[src/rtl/ring_ctl_pkg.sv]
package ring_ctl_pkg;
  // Default byte-time offsets of the ring-side controls.
  localparam int unsigned ADDR_SAMPLE_DLY = 2;
  localparam int unsigned STRIP_START_DLY = 3;
endpackage

[src/rtl/rc_delay_line.sv]
// Single-bit delay line with synchronous clear; out is in delayed DEPTH edges.
module rc_delay_line #(
  parameter int unsigned DEPTH = 2
) (
  input  logic clk,
  input  logic rst,
  input  logic din,
  output logic dout
);
  logic [DEPTH-1:0] stage_q;

  generate
    if (DEPTH == 1) begin : g_single
      always_ff @(posedge clk) begin
        if (rst) stage_q <= '0;
        else     stage_q <= din;
      end
    end else begin : g_chain
      always_ff @(posedge clk) begin
        if (rst) stage_q <= '0;
        else     stage_q <= {stage_q[DEPTH-2:0], din};
      end
    end
  endgenerate

  assign dout = stage_q[DEPTH-1];
endmodule

[src/rtl/rc_ind_sampler.sv]
// Registers the address-recognized input at the sample strobe.
module rc_ind_sampler (
  input  logic clk,
  input  logic rst,
  input  logic sample_now,
  input  logic addr_match,
  output logic ind_set
);
  always_ff @(posedge clk) begin
    if (rst) ind_set <= 1'b0;
    else     ind_set <= sample_now & addr_match;
  end
endmodule

[src/rtl/rc_strip_ctrl.sv]
// Strip-active state: set by a matured request, cleared by an end delimiter.
module rc_strip_ctrl (
  input  logic clk,
  input  logic rst,
  input  logic start_now,
  input  logic ed_pass,
  output logic strip_active
);
  always_ff @(posedge clk) begin
    if (rst)            strip_active <= 1'b0;
    else if (ed_pass)   strip_active <= 1'b0;
    else if (start_now) strip_active <= 1'b1;
  end
endmodule

[src/rtl/ring_ind_strip_ctl.sv]
module ring_ind_strip_ctl #(
  parameter int unsigned ADDR_DLY  = ring_ctl_pkg::ADDR_SAMPLE_DLY,
  parameter int unsigned STRIP_DLY = ring_ctl_pkg::STRIP_START_DLY
) (
  input  logic clk,
  input  logic rst,
  input  logic ed_pass,
  input  logic ext_addr_match,
  input  logic ext_strip_req,
  output logic ind_set,
  output logic strip_active
);
  logic addr_sample_now;
  logic strip_start_now;

  // Delay from end-delimiter strobe to the address sample edge.
  rc_delay_line #(.DEPTH(ADDR_DLY)) u_ed_dly (
    .clk  (clk),
    .rst  (rst),
    .din  (ed_pass),
    .dout (addr_sample_now)
  );

  // Strip request is watched every edge and matures STRIP_DLY edges later.
  rc_delay_line #(.DEPTH(STRIP_DLY)) u_strip_dly (
    .clk  (clk),
    .rst  (rst),
    .din  (ext_strip_req),
    .dout (strip_start_now)
  );

  rc_ind_sampler u_ind (
    .clk        (clk),
    .rst        (rst),
    .sample_now (addr_sample_now),
    .addr_match (ext_addr_match),
    .ind_set    (ind_set)
  );

  rc_strip_ctrl u_strip (
    .clk          (clk),
    .rst          (rst),
    .start_now    (strip_start_now),
    .ed_pass      (ed_pass),
    .strip_active (strip_active)
  );
endmodule

[config.mk]
export PLATFORM = sky130hd
export DESIGN_NAME = ring_ind_strip_ctl
export DESIGN_NICKNAME = d
export VERILOG_FILES = /design/src/rtl/ring_ctl_pkg.sv /design/src/rtl/rc_delay_line.sv /design/src/rtl/rc_ind_sampler.sv /design/src/rtl/rc_strip_ctrl.sv /design/src/rtl/ring_ind_strip_ctl.sv
export SDC_FILE = /design/constraint.sdc
export NUM_CORES = 1
export LEC_CHECK = 0
export BUFFER_PORTS_ARGS = -buffer_cell sky130_fd_sc_hd__buf_2
export CORE_AREA = 2 2 39 41
export CTS_BUF_LIST = sky130_fd_sc_hd__clkbuf_8
export DETAILED_ROUTE_END_ITERATION = 6
export DIE_AREA = 0 0 41 43
export PLACE_DENSITY = 0.31
export SYNTH_ARGS = -nofsm -noshare
export SYNTH_HDL_FRONTEND = slang
export SYNTH_SLANG_ARGS = --single-unit
export TNS_END_PERCENT = 30
[constraint.sdc]
create_clock -name clk -period 0.9 [get_ports clk]
set_input_delay 0.18 -clock clk [delete_from_list [all_inputs] [get_ports clk]]
set_output_delay 0.18 -clock clk [all_outputs]
set_load 0.01 [all_outputs]
Word level (Yosys, flattened, before mapping)
Cells that the tools add are included.
{ "totals": {"register_bits": 7, "input_bits": 5} }
{ "classes": {"bitwise": 1, "reduce_logical": 1} }
{ "op_table": {"columns": ["cell", "n"], "rows": [
  ["OR reduction 2 bit", 1],
  ["bitwise AND 1 bit", 1]
]} }

Longest topological paths before layout
{ "logic_depth": {"ltp_word": 1, "ltp_mapped": 2} }

Modules after synthesis
Synthesis repeated with hierarchy kept, for this count alone.
{ "hier_totals": {"hier_cells": 15, "hier_area_um2": 193.9} }
{ "modules_own_cells": {"columns": ["module", "seq_area_each_um2", "cells_per_inst", "instances", "area_per_inst_um2"], "rows": [
  ["rc_delay_line at u_strip_dly", 60.1, 6, 1, 78.8],
  ["rc_delay_line at u_ed_dly", 40.0, 4, 1, 52.6],
  ["rc_strip_ctrl", 20.0, 3, 1, 33.8],
  ["rc_ind_sampler", 20.0, 2, 1, 28.8]
]} }

Worst setup path before layout
No wires, ideal clock.
{ "synth_path": {"kind": "register to register", "startpoint": "register u_strip.strip_active (netlist name)", "endpoint": "register u_strip.strip_active", "t_required_ns": 0.787, "period_less_slack_ns": 0.594, "path_buffers": 0, "slack_ns": 0.306, "arrival_time_ns": 0.481, "stages_incl_launch_ff": 3, "path_cell_list": "dfxtp_1 nor2_1 nor3_2"} }
{ "synth_lines": {"columns": ["item", "line", "rtl"], "rows": [
  ["to (signal assigned)", "rc_strip_ctrl.sv:10", "if (rst) strip_active <= 1'b0;"],
  ["to (signal assigned)", "rc_strip_ctrl.sv:11", "else if (ed_pass) strip_active <= 1'b0;"],
  ["to (signal assigned)", "rc_strip_ctrl.sv:12", "else if (start_now) strip_active <= 1'b1;"],
  ["to (decl)", "rc_strip_ctrl.sv:7", "output logic strip_active"]
]} }

Final worst setup path
{ "layout_path": {"startpoint": "register u_strip.strip_active", "endpoint": "output port strip_active"} }
{ "layout_lines": {"columns": ["item", "line", "rtl"], "rows": [
  ["to (decl)", "ring_ind_strip_ctl.sv:11", "output logic strip_active"]
]} }
No word-level cell between the ends.

==> flow_metrics.py <==
metrics = {
    "sta": {
        "final_hold_viol_count": 0,
        "slew_headroom_pct": 90.6,
        "worst_pin_slew_ps": 141,
        "setup_viol": 0,
        "whs_ps": 146,
        "skew_ps": 1.72,
        "fin_crit_ps": 835,
        "timing.setup.tns_ps": 0,
        "drv_slew": 0,
        "fmax_ghz": 1.20,
        "fin_ws_ps": 65.1,
        "period_share_pct": 92.8,
        "rsz0062_at_grt": "false",
    },
    "clocking": {
        "cts-buffers-inserted": 3,
        "tritoncts": "yes",
        "clock-sinks": 7,
        "cts_resized": 0,
        "cts_root_buf": "clkbuf_8",
        "clk_pin_slew_ps": 40,
        "clk_latency_ps": 220,
        "hold_buffers": 0,
        "htreeDepth": 1,
        "cts_setup_buffers": 0,
        "cts.path.max_buffers": 2,
    },
    "setup_path": {
        "worstPathCellList": "buf_2",
        "max_stage_delay_ps": 310,
        "crit_fanout": 2,
        "crit_buf_inv": 1,
        "r2r_setup_slack_ps": 320,
        "cp.arrival_ps": 650,
        "timing_worst_setup_path_type": "reg -> out",
        "required_ps": 720,
        "cp_top_family": "flip-flops",
        "startpoint_type": "flip-flop",
        "setup.worst_path.end_class": "output pin",
        "cp_slowest_cell": "dfxtp_1",
    },
    "layout": {
        "final_cell_area_sq_um": 288,
        "drive_gt1_share_pct": 38.5,
        "layout_commonest_cell": "dfxtp_1",
        "synthToLayoutAreaGrowth_pct": 49.4,
        "nNetsFinal": 32,
        "final_cell_mix": "dfxtp_1, buf_2, nor2b_1",
        "antenna_cells": 0,
    },
    "flow_run": {
        "cap_violations": 0,
    },
    "grt": {
        "grt_pass1_vias": 121,
        "grt_max_degree": 8,
        "grt_pass1_wl_microns": 531,
        "grt_use_total_pct": 5.23,
        "grt_overflow": 0,
        "antenna_found_initial": 0,
    },
    "route": {
        "antenna_left": 0,
        "vias": 126,
        "first_pass_iters": 1,
        "drt_iter0_drc": 0,
        "routedWlPerCell_microns": 6.76,
        "drc": 0,
        "vias_per_cell": 3.00,
        "routed_wl_microns": 284,
    },
    "power_and_ir_drop": {
        "cellPowerDensity_nw_per_um2": 2660,
        "cellLeakagePower_uw": 0.000128,
        "ir_worst_vdd_v": 0.000797,
    },
    "worst_hold_path": {
        "hold_path_class": "in -> reg",
    },
    "die": {
        "rows": 14,
        "die_w_microns": 41,
        "die_h_microns": 43,
        "ioPinCount": 7,
        "die_area_sq_um": 1760,
        "start_util_pct": 13.9,
        "core_area_sq_um": 1380,
    },
    "synth": {
        "ys_warn_count": 0,
        "netlist_area_sq_um": 193,
        "synth-seq-cells": 7,
        "synth_nets": 21,
        "syn_area_per_cell_sq_um": 12.0,
        "ys_seq_area_share_pct": 72.7,
        "yosysUniqueCellTypes": 5,
        "syn_inst": 16,
    },
    "run_status": {
        "status": "completed",
    },
    "placement": {
        "placed_area_sq_um": 243,
        "place_congestion": 0.626,
        "numPortBuffers": 6,
        "dp_slack_ps": 296,
    },
}
## cells in the mapped netlist
library cell / number / area, sq um
nor3_2: 1 / 10.0
nor2_1: 2 / 7.51
nor2b_1: 5 / 31.3
nand2_1: 1 / 3.75
dfxtp_1: 7 / 140
## worst paths after layout
check | end | cells after the start | startpoint
worst max-delay path | strip_active | 1 | u_strip.strip_active$_SDFFE_PP0P_
worst min-delay path | u_strip.strip_active$_SDFFE_PP0P_ | 2 | ed_pass
worst max register to register | u_strip.strip_active$_SDFFE_PP0P_ | 2 | u_strip.strip_active$_SDFFE_PP0P_
worst min register to register | u_ind.ind_set$_SDFF_PP0_ | 2 | u_ed_dly.stage_q[1]$_SDFF_PP0_
## area by class of cell
type                            instances  area [sq um]
Clock buffer                            3          41.3
Clock inverter                          1          3.75
Fill cell                             158          1100
Multi-Input combinational cell          9          52.6
Sequential cell                         7           140
Tap cell                               16          20.0
Timing Repair Buffer                    6          30.0
## state kept, by name, indices dropped and copies added, names as in the netlist
register	flops
u_ind.ind_set	1
u_strip.strip_active	1
u_ed_dly.stage_q	2
u_strip_dly.stage_q	3
## stage by stage
stage                     std cells  utilization (%)  power [uW]
final                            42             20.8         765
after global routing             42             20.8         821
after CTS                        42             20.8         781
after detailed placement         38             17.5         355
after global placement           38             17.5         354
after floorplan                  16                -         339
## power breakdown
| part | internal [uW] | switching, uW | leakage, uW |
|---|---|---|---|
| Sequential | 323 | 1.91 | 0.0000574 |
| Combinational | 13.0 | 11.5 | 0.0000436 |
| Clock | 294 | 122 | 0.0000269 |
## routing by layer
| layer | global-route usage, % | vias up | wire length, microns |
|---|---|---|---|
| li1 | - | 69 | - |
| met1 | 6.13 | 50 | 139 |
| met2 | 4.38 | 7 | 94 |
| met3 | 6.81 | 0 | 50 |
| met4 | 4.00 | 0 | 0 |
| met5 | 0 | - | 0 |
## cell families after synthesis
group         count (synthesis)  synth area share (%)
flops                         7                  72.7
simple gates                  9                  27.3
No activity file was read; power rests on OpenSTA's default activity.
